<file path="src/rtl/spi_irq_aggr.sv">
module spi_irq_aggr #(
  parameter int CNT_W  = 6,
  parameter int DATA_W = 8,
  parameter int ADDR_W = 3
) (
  input  logic              clk,
  input  logic              rst_n,
  input  logic              reg_rd,
  input  logic              reg_wr,
  input  logic [ADDR_W-1:0] reg_addr,
  input  logic [DATA_W-1:0] reg_wdata,
  output logic [DATA_W-1:0] reg_rdata,
  input  logic [CNT_W-1:0]  tx_level,
  input  logic [CNT_W-1:0]  rx_level,
  input  logic              tx_full,
  input  logic              rx_full,
  input  logic              ev_tx_underflow,
  input  logic              ev_rx_overflow,
  input  logic              ev_mode_fault,
  output logic              irq
);

  localparam int NB = 7;
  localparam logic [ADDR_W-1:0] A_STAT = ADDR_W'(0);
  localparam logic [ADDR_W-1:0] A_SET  = ADDR_W'(1);
  localparam logic [ADDR_W-1:0] A_CLR  = ADDR_W'(2);
  localparam logic [ADDR_W-1:0] A_MASK = ADDR_W'(3);
  localparam logic [ADDR_W-1:0] A_TTHR = ADDR_W'(4);
  localparam logic [ADDR_W-1:0] A_RTHR = ADDR_W'(5);
  localparam logic [NB-1:0] STICKY = 7'b100_0011;

  logic [NB-1:0]     sticky_q, mask_q, status, events, clr;
  logic [DATA_W-1:0] tx_thr_q, rx_thr_q;
  logic              rx_ne, tx_nf;

  assign rx_ne  = DATA_W'(rx_level) >= rx_thr_q;
  assign tx_nf  = DATA_W'(tx_level) <  tx_thr_q;
  assign status = (sticky_q & STICKY) | {1'b0, rx_full, rx_ne, tx_full, tx_nf, 2'b00};
  assign events = {ev_tx_underflow, 4'b0000, ev_mode_fault, ev_rx_overflow};
  assign clr    = ((reg_rd && reg_addr == A_STAT) ? STICKY : '0)
                | ((reg_wr && reg_addr == A_STAT) ? reg_wdata[NB-1:0] : '0);
  assign irq    = |(mask_q & status);

  always_ff @(posedge clk or negedge rst_n) begin
    if (!rst_n) begin
      sticky_q <= '0;
      mask_q   <= '0;
      tx_thr_q <= DATA_W'(1);
      rx_thr_q <= DATA_W'(1);
    end else begin
      sticky_q <= ((sticky_q & ~clr) | events) & STICKY;
      if (reg_wr && reg_addr == A_SET) mask_q <= mask_q | reg_wdata[NB-1:0];
      if (reg_wr && reg_addr == A_CLR) mask_q <= mask_q & ~reg_wdata[NB-1:0];
      if (reg_wr && reg_addr == A_TTHR) tx_thr_q <= reg_wdata;
      if (reg_wr && reg_addr == A_RTHR) rx_thr_q <= reg_wdata;
    end
  end

  always_comb begin
    reg_rdata = '0;
    if (reg_rd) begin
      case (reg_addr)
        A_STAT:  reg_rdata = DATA_W'(status);
        A_MASK:  reg_rdata = DATA_W'(mask_q);
        A_TTHR:  reg_rdata = tx_thr_q;
        A_RTHR:  reg_rdata = rx_thr_q;
        default: reg_rdata = '0;
      endcase
    end
  end

  AST_UNDERFLOW_WINS: assert property (@(posedge clk) disable iff (!rst_n)
    ev_tx_underflow |=> sticky_q[6]);
  AST_OVERFLOW_CAPTURE: assert property (@(posedge clk) disable iff (!rst_n)
    ev_rx_overflow |=> sticky_q[0]);
  AST_STICKY_HOLDS: assert property (@(posedge clk) disable iff (!rst_n)
    (sticky_q[1] && !reg_wr && !reg_rd) |=> sticky_q[1]);
  AST_READ_CLEARS: assert property (@(posedge clk) disable iff (!rst_n)
    (reg_rd && reg_addr == A_STAT && !ev_tx_underflow && !ev_rx_overflow && !ev_mode_fault)
    |=> (sticky_q == '0));
  AST_W1C: assert property (@(posedge clk) disable iff (!rst_n)
    (reg_wr && reg_addr == A_STAT && reg_wdata[0] && !ev_rx_overflow) |=> !sticky_q[0]);
  AST_MASK_SET: assert property (@(posedge clk) disable iff (!rst_n)
    (reg_wr && reg_addr == A_SET)
    |=> ((mask_q & $past(reg_wdata[NB-1:0])) == $past(reg_wdata[NB-1:0])));
  AST_MASK_CLEAR: assert property (@(posedge clk) disable iff (!rst_n)
    (reg_wr && reg_addr == A_CLR) |=> ((mask_q & $past(reg_wdata[NB-1:0])) == '0));
  AST_MASK_STABLE: assert property (@(posedge clk) disable iff (!rst_n)
    !(reg_wr && (reg_addr == A_SET || reg_addr == A_CLR)) |=> $stable(mask_q));
  AST_QUIET_UNMASKED: assert property (@(posedge clk) disable iff (!rst_n)
    (mask_q == '0) |-> !irq);

endmodule

</file>
<file path="config.mk">
export PLATFORM = sky130hd
export DESIGN_NAME = spi_irq_aggr
export DESIGN_NICKNAME = d
export VERILOG_FILES = /design/src/rtl/spi_irq_aggr.sv
export SDC_FILE = /design/constraint.sdc
export NUM_CORES = 1
export LEC_CHECK = 0
export CORE_UTILIZATION = 45
export CTS_CLUSTER_DIAMETER = 120
export DETAILED_ROUTE_END_ITERATION = 12
export DONT_BUFFER_PORTS = 1
export PLACE_DENSITY_LB_ADDON = 0.12
export SLEW_MARGIN = 15
export SYNTH_ARGS = -nofsm -noshare
export SYNTH_HDL_FRONTEND = slang
export SYNTH_SLANG_ARGS = --single-unit
</file>
<file path="constraint.sdc">
create_clock -name clk -period 3.4 [get_ports clk]
set_clock_uncertainty 0.2 [all_clocks]
set_input_delay 0.68 -clock clk [delete_from_list [all_inputs] [get_ports clk]]
set_output_delay 0.68 -clock clk [all_outputs]
set_load 0.005 [all_outputs]
</file>
==> flow_metrics.env <==
export IMPL_dieWidth_um=64.3
export IMPL_netlist_instances=176
export IMPL_rrSetupSlack_ps=2380
export IMPL_drt_pass1_iter_count=4
export IMPL_r2r_end="rx_thr_q[7]"
export IMPL_combPwrFrac_pct=23.5
export IMPL_final_nets=219
export IMPL_area_growth_pct=5.01
export IMPL_final_area_um2=1840
export IMPL_p_int_uw=617
export IMPL_syn_cell_area_um2=1750
export IMPL_power_frac_seq_pct=46.6
export IMPL_grt_usage_pct=22.6
export IMPL_via_per_inst=5.99
export IMPL_die_area_um2=4140
export IMPL_cts_tree="done"
export IMPL_synth_cell_types=40
export IMPL_num_vias=1336
export IMPL_layout_drive_gt1_share_pct=18.9
export IMPL_ioPinCount=41
export IMPL_core_rowCount=22
export IMPL_clockRootBuffer="clkbuf_8"
export IMPL_synth_flop_cell="dfrtp_1"
export IMPL_synthesis_nets=219
export IMPL_hold_violations=0
export IMPL_end_kind="output port"
export IMPL_seq_area_frac_synth_pct=37.3
export IMPL_ys_ff_latch=26
export IMPL_cp_start_kind="flip-flop"
export IMPL_hpwl_um=3330
export IMPL_multiInputGateArea_um2=983
export IMPL_slew_headroom_pct=31.5
export IMPL_core_area_um2=3690
export IMPL_ctsResizeCount=0
export IMPL_rr_worst_depth=1
export IMPL_max_freq_ghz=0.341
export IMPL_clk_latency_ps=270
export IMPL_drv_slew=0
export IMPL_cts_path_max_buffers=2
export IMPL_yosysMostFrequentCell="nand2_1"
export IMPL_antennaDiodeCount=0
export IMPL_grt_pass1_wl_um=7060
export IMPL_dr_first_iter_drc_count=95
export IMPL_start_util_pct=47.4
export IMPL_synth_largest_area_cell="dfrtp_1"
export IMPL_wl_per_cell_um=19.4
export IMPL_power_switching_uw=243
export IMPL_setup_viol=0
export IMPL_crit_required_ps=2520
export IMPL_period_needed_ps=2940
export IMPL_crit_type="reg2out"
export IMPL_grt_pass1_vias=1389
export IMPL_cts_setup_buffers=0
export IMPL_clock_power_share_pct=29.9
export IMPL_status="completed"
export IMPL_drtAntennaViolNets=0
export IMPL_min_path_type="in2async"
export IMPL_min_period_over_period_pct=86.4
export IMPL_timing_rr_start="rx_thr_q[7]"
export IMPL_ys_async_sr_fraction_pct=100
export IMPL_synth_edff_count=0
export IMPL_antenna_found_initial=0
export IMPL_clk_pin_slew_ps=90
export IMPL_worst_endpoint_arrival_ps=2060
export IMPL_synth_area_leaders="dfrtp_1, ha_1, mux2_2"
export IMPL_yosysWarnings=0
export IMPL_placed_cell_area_um2=1750
export IMPL_routed_wl_um=4330
export IMPL_setup_tns_final_ps=0
export IMPL_p_leak_uw=0.000780
export IMPL_die_h_um=64.3
export IMPL_rsz0062_at_grt="no"
export IMPL_cts_buffers=3
export IMPL_grt_ovfl_total=0
export IMPL_grt_max_degree=25
export IMPL_syn_mean_instance_area_um2=9.94
export IMPL_worst_pin_slew_ps=1030
export IMPL_max_cap_violations=0
export IMPL_p_sw_share_pct=28.3
export IMPL_fill_cells=361
export IMPL_h_tree_depth=1
export IMPL_numPortBuffers=0
export IMPL_synthTopCellsByCount="nand2_1, dfrtp_1, o21ai_0, inv_1, a21oi_1"
export IMPL_crit_fanout=3
export IMPL_clock_sinks=26
export IMPL_peakVddDrop_uv=430
export IMPL_power_density_nw_per_um2=469
export IMPL_place_congestion=0.813
export IMPL_regArea_um2=653
export IMPL_synth_top_area_share_pct=34.3
export IMPL_drc=0
## critical path, stage by stage, from the launching register on
cell and delay (ps):
dfstp_2 560, ha_1 220, nand2b_1 150, a2111oi_2 400, nor4_1 110, a311o_1 350
## metal layers
| metal | track usage, % | wire, um | vias up |
|---|---|---|---|
| met2 | 37.6 | 2140 | 35 |
| met3 | 6.25 | 201 | 8 |
| li1 | - | - | 642 |
| met5 | 0 | 0 | - |
| met4 | 7.50 | 111 | 0 |
| met1 | 28.0 | 1880 | 651 |
## logic make-up (layout without fill, tap and decap cells)
logic type,after synthesis,after routing,share of synthesized area (%)
AO/OA/AOI/OAI,53,53,21.0
AND/OR/NAND/NOR,48,48,15.7
flip-flops,26,26,37.3
multiplexers,19,19,11.7
buffers and inverters,19,18,6.44
adder cells (fa/ha/maj),11,11,7.87
## final cells by class
type	instances	share of cell area, %
Inverter	13	2.66
Clock buffer	3	2.25
Clock inverter	1	1.63
Sequential cell	26	35.6
Tap cell	48	3.27
Timing Repair Buffer	1	1.09
Multi-Input combinational cell	131	53.5
## per-stage QoR
stage | instances | total power (uW) | util [%] | hold slack (ps) | worst slack (ps)
after floorplan | 176 | 560 | - | 184 | 613
after global placement | 218 | 590 | 47.3 | 185 | 570
after detailed placement | 218 | 602 | 47.3 | 185 | 544
after CTS | 223 | 863 | 49.8 | 13.6 | 465
after global routing | 223 | 910 | 49.8 | 9.76 | 324
final | 223 | 861 | 49.8 | 9.50 | 463
## how the worst max path moves through the flow
stage                 from  depth (start not counted)  endpoint  slack, ps
3_3_place_gp   rx_level[0]                          6       irq        570
3_5_place_dp   rx_level[0]                          6       irq        540
2_1_floorplan  rx_level[0]                          6       irq        610
5_1_grt        rx_thr_q[0]                          5       irq        320
4_1_cts        rx_thr_q[0]                          5       irq        470
6_report       rx_thr_q[0]                          5       irq        460
## cell usage in the layout (no fill, tap or decap), types with 2 or more instances in the layout
cell type,Yosys,routed
nand2_1,25,25
dfrtp_1,24,24
o21ai_0,15,15
inv_1,13,13
a21oi_1,12,12
mux2_2,11,11
ha_1,11,11
mux2i_1,8,8
nor2_1,8,8
a22oi_1,6,6
o22a_1,5,5
a31o_2,3,3
clkbuf_8,1,3
nand2b_1,2,2
a2111oi_2,2,2
o2bb2ai_1,2,2
o211ai_1,2,2
nor3b_1,2,2
dfstp_2,2,2
## what timing repair did
action / in CTS / in global routing
hold buffers: 1 / 0
endpoints found under the hold margin: 24 / 0
setup endpoints to repair: 0 / 0
## power groups by stage
| stage | clock network [uW] | registers, uW | logic (uW) |
|---|---|---|---|
| finish | 257 | 401 | 202 |
| global route | 270 | 407 | 233 |
| CTS | 258 | 400 | 205 |
| detailed placement | 0 | 406 | 196 |
| global placement | 0 | 404 | 186 |
| floorplan | 0 | 391 | 169 |
(Power assumes the default switching activity.)
